`src/rtl/rstsup_pkg.sv`:
```
package rstsup_pkg;
  localparam int REQ_SUPPLY = 0;
  localparam int REQ_MANUAL = 1;
  localparam int NUM_REQ    = 2;
  localparam int SYNC_DEPTH = 2;

  function automatic int hold_len(input int nominal, input int floor_len);
    return (nominal >= floor_len) ? nominal : floor_len;
  endfunction
endpackage

```
`src/rtl/rstsup_sync.sv`:
```
module rstsup_sync #(
  parameter int WIDTH  = 2,
  parameter int STAGES = 2
) (
  input  logic             clk,
  input  logic             arst_n,
  input  logic [WIDTH-1:0] d_async,
  output logic [WIDTH-1:0] q_sync
);
  logic [WIDTH-1:0] stage_q [STAGES];

  genvar gi;
  generate
    for (gi = 0; gi < STAGES; gi++) begin : g_stage
      logic [WIDTH-1:0] stage_d;
      if (gi == 0) begin : g_first
        assign stage_d = d_async;
      end else begin : g_rest
        assign stage_d = stage_q[gi-1];
      end
      always_ff @(posedge clk or negedge arst_n) begin
        if (!arst_n) stage_q[gi] <= '0;
        else         stage_q[gi] <= stage_d;
      end
    end
  endgenerate

  assign q_sync = stage_q[STAGES-1];
endmodule

```
`src/rtl/rstsup_stretch.sv`:
```
module rstsup_stretch #(
  parameter int HOLD_CYCLES = 200
) (
  input  logic clk,
  input  logic arst_n,
  input  logic load,
  output logic busy
);
  localparam int CW = $clog2(HOLD_CYCLES + 1);
  localparam logic [CW-1:0] FULL = CW'(HOLD_CYCLES);

  logic [CW-1:0] cnt_q, cnt_d;
  logic          cnt_en;

  always_comb begin
    cnt_en = load || (cnt_q != '0);
    cnt_d  = cnt_q;
    if (load)             cnt_d = FULL;
    else if (cnt_q != '0) cnt_d = cnt_q - 1'b1;
  end

  always_ff @(posedge clk or negedge arst_n) begin
    if (!arst_n)     cnt_q <= FULL;
    else if (cnt_en) cnt_q <= cnt_d;
  end

  assign busy = (cnt_q != '0);
endmodule

```
`src/rtl/rstsup_outstage.sv`:
```
module rstsup_outstage (
  input  logic arst_n,
  input  logic supply_raw,
  input  logic req_any,
  input  logic busy,
  output logic rst_hi,
  output logic rst_lo
);
  logic hold;

  always_comb begin
    hold   = supply_raw || req_any || busy || !arst_n;
    rst_hi = hold;
    rst_lo = !hold;
  end
endmodule

```
`src/rtl/rst_supervisor.sv`:
```
module rst_supervisor #(
  parameter int STRETCH_CYCLES = 200,
  parameter int MIN_CYCLES     = 140
) (
  input  logic clk,
  input  logic arst_n,
  input  logic supply_low,
  input  logic mr_n,
  output logic rst_out,
  output logic rst_out_n
);
  import rstsup_pkg::*;

  localparam int HOLD = hold_len(STRETCH_CYCLES, MIN_CYCLES);

  logic [NUM_REQ-1:0] req_raw;
  logic [NUM_REQ-1:0] req_sync;
  logic               req_any;
  logic               busy;

  always_comb begin
    req_raw             = '0;
    req_raw[REQ_SUPPLY] = supply_low;
    req_raw[REQ_MANUAL] = !mr_n;
  end

  rstsup_sync #(.WIDTH(NUM_REQ), .STAGES(SYNC_DEPTH)) u_sync (
    .clk     (clk),
    .arst_n  (arst_n),
    .d_async (req_raw),
    .q_sync  (req_sync)
  );

  assign req_any = |req_sync;

  rstsup_stretch #(.HOLD_CYCLES(HOLD)) u_stretch (
    .clk    (clk),
    .arst_n (arst_n),
    .load   (req_any),
    .busy   (busy)
  );

  rstsup_outstage u_out (
    .arst_n     (arst_n),
    .supply_raw (supply_low),
    .req_any    (req_any),
    .busy       (busy),
    .rst_hi     (rst_out),
    .rst_lo     (rst_out_n)
  );
endmodule

```
`config.mk`:
```
export PLATFORM = sky130hd
export DESIGN_NAME = rst_supervisor
export DESIGN_NICKNAME = d
export VERILOG_FILES = /design/src/rtl/rstsup_pkg.sv /design/src/rtl/rstsup_sync.sv /design/src/rtl/rstsup_stretch.sv /design/src/rtl/rstsup_outstage.sv /design/src/rtl/rst_supervisor.sv
export SDC_FILE = /design/constraint.sdc
export NUM_CORES = 1
export LEC_CHECK = 0
export ABC_AREA = 1
export CAP_MARGIN = 20
export CORE_MARGIN = 3
export CORE_UTILIZATION = 40
export CTS_BUF_LIST = sky130_fd_sc_hd__clkbuf_16
export CTS_CLUSTER_DIAMETER = 30
export DETAILED_ROUTE_END_ITERATION = 10
export PLACE_DENSITY = 0.62
export SETUP_SLACK_MARGIN = 0.02
export SYNTH_ARGS = -nofsm -noshare
export SYNTH_HDL_FRONTEND = slang
export SYNTH_SLANG_ARGS = --single-unit
```
`constraint.sdc`:
```
create_clock -name clk -period 3.1 [get_ports clk]
set_clock_uncertainty 0.15 [all_clocks]
set_input_delay 0.93 -clock clk [delete_from_list [all_inputs] [get_ports clk]]
set_output_delay 0.93 -clock clk [all_outputs]
set_load 0.02 [all_outputs]
```
==> results.py <==
metrics = {
    "status": {
        "status": "finished, final reports clean",
    },
    "clocking": {
        "clock_sinks": 12,
        "insertion_delay_ns": 0.24,
        "clk_pin_slew_ns": 0.04,
        "cts_max_path_buffers": 2,
        "cts_made_buffers": 3,
        "cts_tree": "built",
        "htreeDepth": 1,
        "root_buffer": "clkbuf_16",
    },
    "yosys": {
        "synth-edff-count": 0,
        "async_flop_share": 1.00,
        "yosys.area.top_type": "dfrtp_1",
        "synth_cells": 74,
        "synth_flop_cell": "dfrtp_1",
        "ys_seq_area_frac": 0.483,
        "yosys-top-cells-count": "nand2_1 (13), nand3_1 (11), nor2_1 (10), dfrtp_1 (9), inv_1 (9)",
        "synthesis.area_sq_um": 629,
        "yosys_warnings": 0,
        "ys_types": 18,
        "avgSynthCellArea_sq_um": 8.50,
        "synth_nets": 80,
        "synth_top_area_frac": 0.358,
        "synth.most_common_cell": "nand2_1",
        "ys_ff_latch": 12,
        "ys_top_cells_by_area": "dfrtp_1 (36%), dfstp_2 (13%), nand3_1 (8.7%)",
    },
    "critical_path": {
        "crit_buf_inv": 2,
        "path_max_fanout": 2,
        "worstPathCellList": "clkdlybuf4s50_1 > nand2_1 > nor3_4 > clkdlybuf4s15_2",
        "worst_setup_path_start_kind": "input pin",
        "end_kind": "output port",
        "cp.arrival_ns": 1.93,
        "critical_path_required_ns": 2.02,
        "critPathKind": "input pin to output port",
        "critical-path-top-delay-family": "buffers and inverters",
        "max_stage_delay_ns": 0.48,
        "slowest_stage": "clkdlybuf4s50_1",
    },
    "power": {
        "p_sw_frac": 0.214,
        "power_switching_w": 0.0000956,
        "ir_worst_vdd_uv": 336,
        "p_leak_nw": 0.384,
        "clock_power_share": 0.524,
        "p_int_w": 0.000352,
        "power.total_w": 0.000447,
        "power.density_mw_per_mm2": 563,
        "seqPwrFrac": 0.385,
        "power_frac_comb": 0.091,
    },
    "detailed_routing": {
        "drc_errors": 0,
        "dr.pass1.iters": 4,
        "routed_wl_microns": 1200,
        "viasPerCell": 4.97,
        "drt_iter0_drc": 3,
        "post_drt_wl_per_cell_microns": 12.0,
        "ant_nets": 0,
        "via_count": 497,
    },
    "die": {
        "initial_core_util": 0.455,
        "io_pins": 6,
        "die_h_microns": 45.7,
        "die_x_microns": 45.7,
        "die_area_sq_mm": 0.00209,
        "coreArea_sq_mm": 0.00138,
        "rows": 13,
    },
    "global_route": {
        "grt_pass1_wl_microns": 2180,
        "grt_util_met1": 0.209,
        "grt.busiest_layer": "met2",
        "antenna_found_initial": 0,
        "overflow": 0,
        "grt_pass1_vias": 496,
        "grt_use_met2": 0.214,
        "grt_use_met3": 0.0356,
        "grt_max_degree": 13,
        "grt_usage": 0.154,
    },
    "sta": {
        "hold_violations": 0,
        "tightest_slew_ns": 0.233,
        "min_period_ns": 3.01,
        "timing.final.ws_setup_ns": 0.0946,
        "maxSlewHeadroom": 0.844,
        "slew_violations": 0,
        "rsz0062_at_grt": "no",
        "period_share": 0.969,
        "fmax_mhz": 333,
        "setup-violations-final": 0,
        "setup-tns-final_ns": 0,
    },
    "layout": {
        "antenna_cells": 0,
        "drive_above_1_share": 0.235,
        "final_cell_count_no_fill": 100,
        "nNetsFinal": 92,
        "area_growth_syn_to_layout_pct": 26.2,
    },
    "placement": {
        "dp_cells": 96,
        "hpwl_microns": 891,
        "numPortBuffers": 5,
        "dp_slack_ns": -0.324,
        "gp_congestion": 0.803,
    },
    "worst_hold_path": {
        "hp-class": "register to register",
    },
    "run": {
        "drv_cap": 0,
    },
}
[metrics by stage]
stage,cell area [sq um],utilization,hold WS (ns)
final,795,0.575,0.194
after global routing,795,0.575,0.200
after CTS,795,0.575,0.198
after detailed placement,713,0.516,0.188
after global placement,713,0.516,0.182
after floorplan,629,-,0.181
[placed cells by master (no fill, tap or decap)]
cell             netlist  final
clkdlybuf4s50_1        0      3
xnor2_1                1      1
buf_4                  0      2
nand3_1               11     11
nand2_2                2      2
nor2_1                10     10
dfstp_2                3      3
clkbuf_16              0      3
a21o_1                 1      1
dfrtp_1                9      9
clkdlybuf4s15_2        0      2
nor2_4                 3      3
nand4_1                1      1
ha_1                   2      2
nor3_1                 1      1
inv_1                  9     10
inv_2                  2      2
nand2_1               13     13
o21ai_1                2      2
nor2_2                 2      2
a21oi_1                1      1
nor3_4                 1      1
[power by group through the flow]
stage	sequential, W	clock, W	combinational, W
floorplan	0.000173	0	0.0000268
global placement	0.000174	0	0.0000403
detailed placement	0.000174	0	0.0000411
CTS	0.000172	0.000239	0.0000414
global route	0.000173	0.000247	0.0000481
finish	0.000172	0.000234	0.0000408
[cell type report]
type / instances / area (sq um)
inverters: 11 / 41.3
repair buffers: 7 / 67.6
multi-input cells: 51 / 284
clock buffers: 3 / 75.1
flip-flops and latches: 12 / 304
clock inverters: 1 / 3.75
well taps: 15 / 18.8
fillers: 121 / 588
[worst paths after layout]
path	from	end	slack (ns)	cells after the start
worst max-delay path	arst_n	rst_out_n	0.09	4
worst min-delay path	u_sync.g_stage[1].stage_d[1]	u_sync.q_sync[1]	0.19	0
worst max register to register	u_stretch.cnt_q[0]	u_stretch.cnt_q[6]	1.67	6
worst min register to register	u_sync.g_stage[1].stage_d[1]	u_sync.q_sync[1]	0.19	0
max in group asynchronous	arst_n	u_stretch.cnt_q[7]	1.68	2
min in group asynchronous	arst_n	u_stretch.cnt_q[2]	0.88	2
[flip-flops by register name (all words and copies together), names as in the netlist]
name,flops
u_sync.g_stage.stage_d,2
u_stretch.cnt_q,8
u_sync.q_sync,2
[logic make-up (layout without fill, tap and decap cells)]
group           after synthesis  count (layout)  synth area share
compound gates                4               4            0.0358
simple gates                 44              44             0.362
flops                        12              12             0.483
xor+xnor                      1               1            0.0139
buf+inv                      11              22            0.0656
fa+ha+maj                     2               2            0.0398
[what timing repair did]
item,4_1_cts,5_1_grt
pin swaps,0,1
endpoints found under the hold margin,0,0
setup endpoints to repair,2,2
resized for setup,6,0
hold buffers,0,0
buffers inserted,0,0
[worst reg2reg max path, stage by stage, from the launching register on]
cell,delay [ns]
dfrtp_1,0.39
inv_1,0.08
buf_4,0.14
ha_1,0.25
nand3_1,0.10
a21oi_1,0.16
nand2_1,0.07
[per-layer routing]
| metal | vias to the layer above | part of all wire | wire length [microns] |
|---|---|---|---|
| met5 | - | 0 | 0 |
| met4 | 0 | 0.028 | 34 |
| met3 | 5 | 0.033 | 40 |
| met2 | 8 | 0.43 | 513 |
| met1 | 230 | 0.51 | 611 |
| li1 | 254 | - | - |
Note: power is estimated with default switching activity, not from simulation.
